<file path="config.mk">
export PLATFORM = sky130hd
export DESIGN_NAME = sdram_rtw_sched
export DESIGN_NICKNAME = d
export VERILOG_FILES = /design/src/rtl/sdram_rtw_pkg.sv /design/src/rtl/sdram_rtw_issue.sv /design/src/rtl/sdram_rtw_return.sv /design/src/rtl/sdram_rtw_sched.sv
export SDC_FILE = /design/constraint.sdc
export NUM_CORES = 1
export LEC_CHECK = 0
export ABC_AREA = 1
export CAP_MARGIN = 30
export CORE_MARGIN = 4
export CORE_UTILIZATION = 39
export DETAILED_ROUTE_END_ITERATION = 6
export HOLD_SLACK_MARGIN = 0.08
export PLACE_DENSITY = 0.76
export SLEW_MARGIN = 10
export SYNTH_ARGS = -nofsm -noshare
export SYNTH_HDL_FRONTEND = slang
export SYNTH_SLANG_ARGS = --single-unit
</file>
<file path="constraint.sdc">
create_clock -name clk -period 2.2 [get_ports clk]
set_input_delay 0.33 -clock clk [delete_from_list [all_inputs] [get_ports clk]]
set_output_delay 0.33 -clock clk [all_outputs]
set_load 0.03 [all_outputs]
</file>
<file path="src/rtl/sdram_rtw_pkg.sv">
package sdram_rtw_pkg;
    typedef enum logic [1:0] {
        CMD_NOP   = 2'b00,
        CMD_READ  = 2'b01,
        CMD_WRITE = 2'b10
    } cmd_e;

    // supported CAS latencies
    localparam int CL_LO = 2;
    localparam int CL_HI = 3;
    localparam int MAX_CL = CL_HI;
    // cycles between DQM and the read word it suppresses
    localparam int DQM_LEAD = 2;
    // counter width able to hold MAX_CL + 1 + gap
    localparam int LEFT_W = $clog2(MAX_CL + 3);
endpackage

</file>
<file path="src/rtl/sdram_rtw_issue.sv">
module sdram_rtw_issue
    import sdram_rtw_pkg::*;
#(
    parameter int BANK_W = 2,
    parameter int COL_W  = 9,
    parameter int TAG_W  = 4,
    parameter int DATA_W = 16
) (
    input  logic              clk,
    input  logic              rst_n,
    input  logic              cfg_cas3,
    input  logic              cfg_gap,
    input  logic              req_valid,
    output logic              req_ready,
    input  logic              req_write,
    input  logic [BANK_W-1:0] req_bank,
    input  logic [COL_W-1:0]  req_col,
    input  logic [TAG_W-1:0]  req_tag,
    input  logic [DATA_W-1:0] req_wdata,
    output logic [1:0]        cmd_code,
    output logic [BANK_W-1:0] cmd_bank,
    output logic [COL_W-1:0]  cmd_col,
    output logic [TAG_W-1:0]  cmd_tag,
    output logic              dqm_out,
    output logic              dq_oe,
    output logic [DATA_W-1:0] dq_wdata
);
    typedef struct packed {
        cmd_e              cmd;
        logic [BANK_W-1:0] bank;
        logic [COL_W-1:0]  col;
        logic [TAG_W-1:0]  tag;
        logic [DATA_W-1:0] wdata;
        logic              oe;
        logic              dqm;
        logic [LEFT_W-1:0] wait_cnt;  // cycles until the pending WRITE
        logic              trunc;     // pending WRITE truncates reads
        logic [LEFT_W-1:0] rd_left;   // cycles until read data has drained
    } issue_st_t;

    issue_st_t st_q, st_d;

    logic [LEFT_W-1:0] rd_span;
    logic [LEFT_W-1:0] slot_drain_d;
    logic [LEFT_W-1:0] slot_trunc_d;
    logic [LEFT_W-1:0] slot_d;
    logic              use_trunc_d;

    always_comb begin
        // a READ shown next cycle keeps the bus busy for CL+1 cycles from then
        rd_span = cfg_cas3 ? LEFT_W'(CL_HI + 1) : LEFT_W'(CL_LO + 1);

        // slot after the last read word (plus the optional idle cycle)
        if (st_q.rd_left == '0) begin
            slot_drain_d = LEFT_W'(1);
        end else begin
            slot_drain_d = st_q.rd_left + LEFT_W'(cfg_gap);
        end
        // earliest slot that leaves room for DQM lead cycles
        slot_trunc_d = LEFT_W'(DQM_LEAD + 1) + LEFT_W'(cfg_gap);
        use_trunc_d  = (slot_trunc_d < slot_drain_d);
        slot_d       = use_trunc_d ? slot_trunc_d : slot_drain_d;

        st_d     = st_q;
        st_d.cmd = CMD_NOP;
        st_d.oe  = 1'b0;
        st_d.dqm = 1'b0;
        st_d.rd_left = (st_q.rd_left != '0) ? st_q.rd_left - LEFT_W'(1) : '0;

        if (st_q.wait_cnt != '0) begin
            if (st_q.wait_cnt == LEFT_W'(1)) begin
                st_d.cmd      = CMD_WRITE;
                st_d.oe       = 1'b1;
                st_d.wait_cnt = '0;
                st_d.trunc    = 1'b0;
            end else begin
                st_d.wait_cnt = st_q.wait_cnt - LEFT_W'(1);
                st_d.dqm      = st_q.trunc;
            end
        end else if (req_valid) begin
            st_d.bank = req_bank;
            st_d.col  = req_col;
            if (!req_write) begin
                st_d.cmd     = CMD_READ;
                st_d.tag     = req_tag;
                st_d.rd_left = rd_span;
            end else begin
                st_d.wdata = req_wdata;
                if (slot_d == LEFT_W'(1)) begin
                    st_d.cmd = CMD_WRITE;
                    st_d.oe  = 1'b1;
                end else begin
                    st_d.wait_cnt = slot_d - LEFT_W'(1);
                    st_d.trunc    = use_trunc_d;
                    st_d.dqm      = use_trunc_d;
                end
            end
        end
    end

    always_ff @(posedge clk) begin
        if (!rst_n) begin
            st_q <= '{cmd: CMD_NOP, default: '0};
        end else begin
            st_q <= st_d;
        end
    end

    assign req_ready = (st_q.wait_cnt == '0);
    assign cmd_code  = st_q.cmd;
    assign cmd_bank  = st_q.bank;
    assign cmd_col   = st_q.col;
    assign cmd_tag   = st_q.tag;
    assign dqm_out   = st_q.dqm;
    assign dq_oe     = st_q.oe;
    assign dq_wdata  = st_q.wdata;
endmodule

</file>
<file path="src/rtl/sdram_rtw_return.sv">
module sdram_rtw_return
    import sdram_rtw_pkg::*;
#(
    parameter int TAG_W  = 4,
    parameter int DATA_W = 16
) (
    input  logic              clk,
    input  logic              rst_n,
    input  logic              cfg_cas3,
    input  logic              iss_read,
    input  logic [TAG_W-1:0]  iss_tag,
    input  logic              dqm_bus,
    input  logic [DATA_W-1:0] dq_rdata,
    output logic              rd_valid,
    output logic [TAG_W-1:0]  rd_tag,
    output logic [DATA_W-1:0] rd_data
);
    typedef struct packed {
        logic [MAX_CL:1]             vld;    // READ age k cycles ago
        logic [MAX_CL:1][TAG_W-1:0]  tag;
        logic [DQM_LEAD:1]           mask;   // DQM age k cycles ago
    } ret_st_t;

    ret_st_t st_q, st_d;

    always_comb begin
        st_d        = st_q;
        st_d.vld[1] = iss_read;
        st_d.tag[1] = iss_tag;
        for (int k = 2; k <= MAX_CL; k++) begin
            st_d.vld[k] = st_q.vld[k-1];
            st_d.tag[k] = st_q.tag[k-1];
        end
        st_d.mask[1] = dqm_bus;
        for (int k = 2; k <= DQM_LEAD; k++) begin
            st_d.mask[k] = st_q.mask[k-1];
        end
    end

    always_ff @(posedge clk) begin
        if (!rst_n) begin
            st_q <= '0;
        end else begin
            st_q <= st_d;
        end
    end

    logic             due_vld;
    logic [TAG_W-1:0] due_tag;

    always_comb begin
        if (cfg_cas3) begin
            due_vld = st_q.vld[CL_HI];
            due_tag = st_q.tag[CL_HI];
        end else begin
            due_vld = st_q.vld[CL_LO];
            due_tag = st_q.tag[CL_LO];
        end
    end

    assign rd_valid = due_vld & ~st_q.mask[DQM_LEAD];
    assign rd_tag   = due_tag;
    assign rd_data  = dq_rdata;
endmodule

</file>
<file path="src/rtl/sdram_rtw_sched.sv">
module sdram_rtw_sched
    import sdram_rtw_pkg::*;
#(
    parameter int BANK_W = 2,
    parameter int COL_W  = 9,
    parameter int TAG_W  = 4,
    parameter int DATA_W = 16
) (
    input  logic              clk,
    input  logic              rst_n,
    input  logic              cfg_cas3,
    input  logic              cfg_gap,
    input  logic              req_valid,
    output logic              req_ready,
    input  logic              req_write,
    input  logic [BANK_W-1:0] req_bank,
    input  logic [COL_W-1:0]  req_col,
    input  logic [TAG_W-1:0]  req_tag,
    input  logic [DATA_W-1:0] req_wdata,
    output logic [1:0]        cmd_code,
    output logic [BANK_W-1:0] cmd_bank,
    output logic [COL_W-1:0]  cmd_col,
    output logic              dqm_out,
    output logic              dq_oe,
    output logic [DATA_W-1:0] dq_wdata,
    input  logic [DATA_W-1:0] dq_rdata,
    output logic              rd_valid,
    output logic [TAG_W-1:0]  rd_tag,
    output logic [DATA_W-1:0] rd_data
);
    logic [TAG_W-1:0] cmd_tag;
    logic             iss_read;

    sdram_rtw_issue #(
        .BANK_W(BANK_W), .COL_W(COL_W), .TAG_W(TAG_W), .DATA_W(DATA_W)
    ) u_issue (
        .clk(clk), .rst_n(rst_n),
        .cfg_cas3(cfg_cas3), .cfg_gap(cfg_gap),
        .req_valid(req_valid), .req_ready(req_ready), .req_write(req_write),
        .req_bank(req_bank), .req_col(req_col), .req_tag(req_tag),
        .req_wdata(req_wdata),
        .cmd_code(cmd_code), .cmd_bank(cmd_bank), .cmd_col(cmd_col),
        .cmd_tag(cmd_tag), .dqm_out(dqm_out), .dq_oe(dq_oe),
        .dq_wdata(dq_wdata)
    );

    assign iss_read = (cmd_code == CMD_READ);

    sdram_rtw_return #(
        .TAG_W(TAG_W), .DATA_W(DATA_W)
    ) u_return (
        .clk(clk), .rst_n(rst_n), .cfg_cas3(cfg_cas3),
        .iss_read(iss_read), .iss_tag(cmd_tag), .dqm_bus(dqm_out),
        .dq_rdata(dq_rdata),
        .rd_valid(rd_valid), .rd_tag(rd_tag), .rd_data(rd_data)
    );
endmodule

</file>
==> qor.tcl <==
set qor(cts_htree_levels) 3
set qor(final_antenna_net_count) 0
set qor(viasPerCell) 4.52
set qor(timing.rr.end) {u_issue.st_q[5]$_SDFFE_PN0P_}
set qor(layout_net_count) 450
set qor(timing.critical_path.slowest_cell_delay_ns) 0.36
set qor(final-setup-viol-count) 0
set qor(wl_per_cell_um) 11.9
set qor(rsz0062_at_grt) {true}
set qor(worst-r2r-setup-slack_ns) 0.17
set qor(synth.ff_latch_count) 58
set qor(power_per_cell_area_nw_per_um2) 1130
set qor(fp.dieH_um) 90.3
set qor(cts_inserted_buffers) 9
set qor(maxSlewViolCount) 0
set qor(horizontal_die_dimension_um) 90.3
set qor(endpoint_arrival_time_on_the_critical_path_ns) 2.26
set qor(largest_net_degree_at_the_start_of_global_routing) 39
set qor(timing.clock.skew_ns) 0.00752
set qor(path_class) {register to register}
set qor(power.leakage_nw) 1.63
set qor(number_of_unique_standard_cell_types_used_by_synthesis) 25
set qor(place.port_buffers) 73
set qor(timing.final.crit_period_ns) 2.03
set qor(rows) 29
set qor(finish.utilization_pct) 53.8
set qor(cts_num_sinks) 58
set qor(cts_max_path_buffers) 2
set qor(syn_inst) 347
set qor(dpl_cell_area_sq_um) 3170
set qor(holdPathStages) 2
set qor(crit_top_cell) {sky130_fd_sc_hd__nand2_2}
set qor(timing.critical_path.slowest_stage_cell) {sky130_fd_sc_hd__dfxtp_4}
set qor(grt_antenna_before_repair) 0
set qor(hold_viol) 0
set qor(finalCritPeriodShare_pct) 92.5
set qor(r2r_cells) 14
set qor(ys_warn_count) 0
set qor(final_area_sq_um) 3470
set qor(pin_count) 106
set qor(cts_tree) {built}
set qor(global_router_s_overall_resource_usage_pct) 14.0
set qor(crit_path_max_fanout) 2
set qor(clk_transition_reported_paths_ns) 0.07
set qor(drt-total-wl_um) 5630
set qor(crit_path_start_kind) {register}
set qor(endpoint_kind) {register}
set qor(whs_endpoint) {u_return.st_q[1]$_SDFF_PN0_}
set qor(max_cap_violations) 0
set qor(worst_margin_slew_ns) 0.571
set qor(global_route.overflow_total) 0
set qor(drive_above_1_share_pct) 15.2
set qor(status) {finished clean}
set qor(timing.critical_path.buf_inv) 1
set qor(layout-area-overhead-vs-synth_pct) 31.6
set qor(postCtsSetupBuffers) 0
set qor(vias) 2129
set qor(holdCritStartpoint) {u_return.st_d[1]$_SDFF_PN0_}
set qor(hold_path_class) {register to register}
set qor(timing.slew.headroom_pct) 61.9
set qor(r2r-start) {u_issue.st_q[0]$_SDFF_PN0_}
set qor(path_cells) {ha_4 > ha_4 > inv_2 > nor2_2 > o21ai_2 > ha_1 > nand3_2 > nand2_2 > nand2_2 > nand2_2 > ha_2 > o22ai_1 > a21oi_1 > nor2_1}
set qor(clkLatencyLatePin_ns) 0.33
set qor(mostFrequentLayoutCells) {75 x sky130_fd_sc_hd__nand2_1, 66 x sky130_fd_sc_hd__clkdlybuf4s50_1, 57 x sky130_fd_sc_hd__dfxtp_1}
set qor(clock-root-buffer) {sky130_fd_sc_hd__clkbuf_8}
set qor(detail_route.drc_violations) 0
set qor(peakVddDrop_mv) 0.768
set qor(gp_congestion) 0.777
set qor(sequential_share_of_the_synthesized_area_pct) 44.0
set qor(hpwlAfterDp_um) 4190
set qor(post_synth_instance_area_sq_um) 2640
set qor(antenna_cells_inserted) 0
set qor(cp_data_required_time_ns) 2.43
set qor(postSynthAreaPerCell_sq_um) 7.60
set qor(area.sequential_sq_um) 1160
set qor(layout.cells.most_common) {sky130_fd_sc_hd__nand2_1}
set qor(fmax_mhz) 491
set qor(fillerInstances) 613
set qor(wire_length_of_the_first_global_routing_pass_um) 9430
set qor(floorplan.die_area_sq_um) 8150
set qor(multiInputGateArea_sq_um) 988
set qor(detailedRoute.firstPassIterationCount) 4
set qor(vias_in_the_first_global_route) 2188
set qor(cp_top_family) {adder cells}
set qor(mappedNetlistNets) 408
set qor(starting_density_of_the_core_pct) 40.9
set qor(detailedRoute.firstIterationViolations) 77
set qor(placeableCoreArea_sq_um) 6460
## synthesized netlist by cell type (all sizes together)
| cell | number | area share, % |
|---|---|---|
| clkinv | 1 | 0.14 |
| a21oi | 17 | 3.4 |
| ha | 8 | 3.8 |
| clkbuf | 9 | 1.3 |
| a31oi | 1 | 0.24 |
| xor2 | 2 | 0.66 |
| nand3 | 8 | 1.7 |
| o22ai | 6 | 1.4 |
| o21ai | 18 | 3.7 |
| inv | 39 | 5.6 |
| dfxtp | 58 | 44 |
| nand4 | 1 | 0.24 |
| nor2 | 51 | 8.6 |
| nand2 | 82 | 12 |
| buf | 46 | 13 |
## final cells by class
cell class,count,area share [%]
clock buffers,12,4.47
clock inverters,4,2.81
inverters,40,4.40
multi-input cells,194,28.5
flip-flops and latches,58,33.5
well taps,77,2.77
repair buffers,86,23.5
## tightest hold or removal path: stages, from the launching register on
cell                      delay, ns
sky130_fd_sc_hd__dfxtp_1       0.30
sky130_fd_sc_hd__nand2_1       0.05
sky130_fd_sc_hd__inv_1         0.04
## sequential cells by signal, summed over array words and instances (netlist names), 2 cells and up
name,flops
u_issue.cmd_tag,4
u_issue.st_q,7
u_return.st_q,6
u_issue.cmd_code,2
u_issue.cmd_col,9
u_return.st_d,11
u_issue.cmd_bank,2
u_issue.dq_wdata,16
## per-layer routing
metal / GRT usage [%] / vias to the layer above / wire length (um)
li1: - / 1109 / -
met1: 13.9 / 933 / 2300
met2: 24.5 / 80 / 2680
met3: 7.67 / 7 / 585
met4: 5.48 / 0 / 57
met5: 0 / - / 0
## per-stage QoR
step,power [mW],instances,hold WS (ns),TNS (ns),worst slack [ns]
finish,3.91,471,0.408,0,0.165
global route,4.16,471,0.438,-0.0228,-0.0228
CTS,3.95,471,0.409,0,0.0141
detailed placement,2.70,455,0.401,-1.97,-0.418
global placement,2.67,455,0.392,-1.70,-0.371
floorplan,2.37,347,0.390,0,0.0536
## report_power, final
group	internal (mW)	switching, mW	leakage (nW)
Clock	0.815	0.409	0.123
Sequential	1.22	0.0801	0.474
Combinational	0.551	0.836	1.03
Total	2.59	1.33	1.63
## worst max path at each step
| stage | to | depth (start not counted) | startpoint | slack, ns |
|---|---|---|---|---|
| 6_report | u_issue.st_q[5]$_SDFFE_PN0P_ | 14 | u_issue.st_q[0]$_SDFF_PN0_ | 0.17 |
| 3_5_place_dp | u_issue.st_q[5]$_SDFFE_PN0P_ | 15 | cfg_gap | -0.42 |
| 5_1_grt | u_issue.st_q[5]$_SDFFE_PN0P_ | 14 | u_issue.st_q[0]$_SDFF_PN0_ | -0.02 |
| 2_1_floorplan | u_issue.st_q[5]$_SDFFE_PN0P_ | 14 | u_issue.st_q[0]$_SDFF_PN0_ | 0.05 |
| 3_3_place_gp | u_issue.st_q[5]$_SDFFE_PN0P_ | 15 | cfg_gap | -0.37 |
| 4_1_cts | req_ready | 5 | u_issue.st_q[5]$_SDFFE_PN0P_ | 0.01 |
## kinds of logic after synthesis
kind of cell	after synthesis	synth area share, %
AND/OR/NAND/NOR	142	22.8
XOR/XNOR	2	0.664
AO/OA/AOI/OAI	42	8.73
adder cells (fa/ha/maj)	8	3.79
buffers and inverters	95	20.1
flip-flops	58	44.0
## repair_timing
action                     CTS  global route
hold endpoints to repair     0             0
pin swaps                    7             6
resized for setup            6             8
hold buffers                 0             0
setup endpoints to repair    2             6
gates cloned                 0             0
Power figures use the tool's default switching activity.
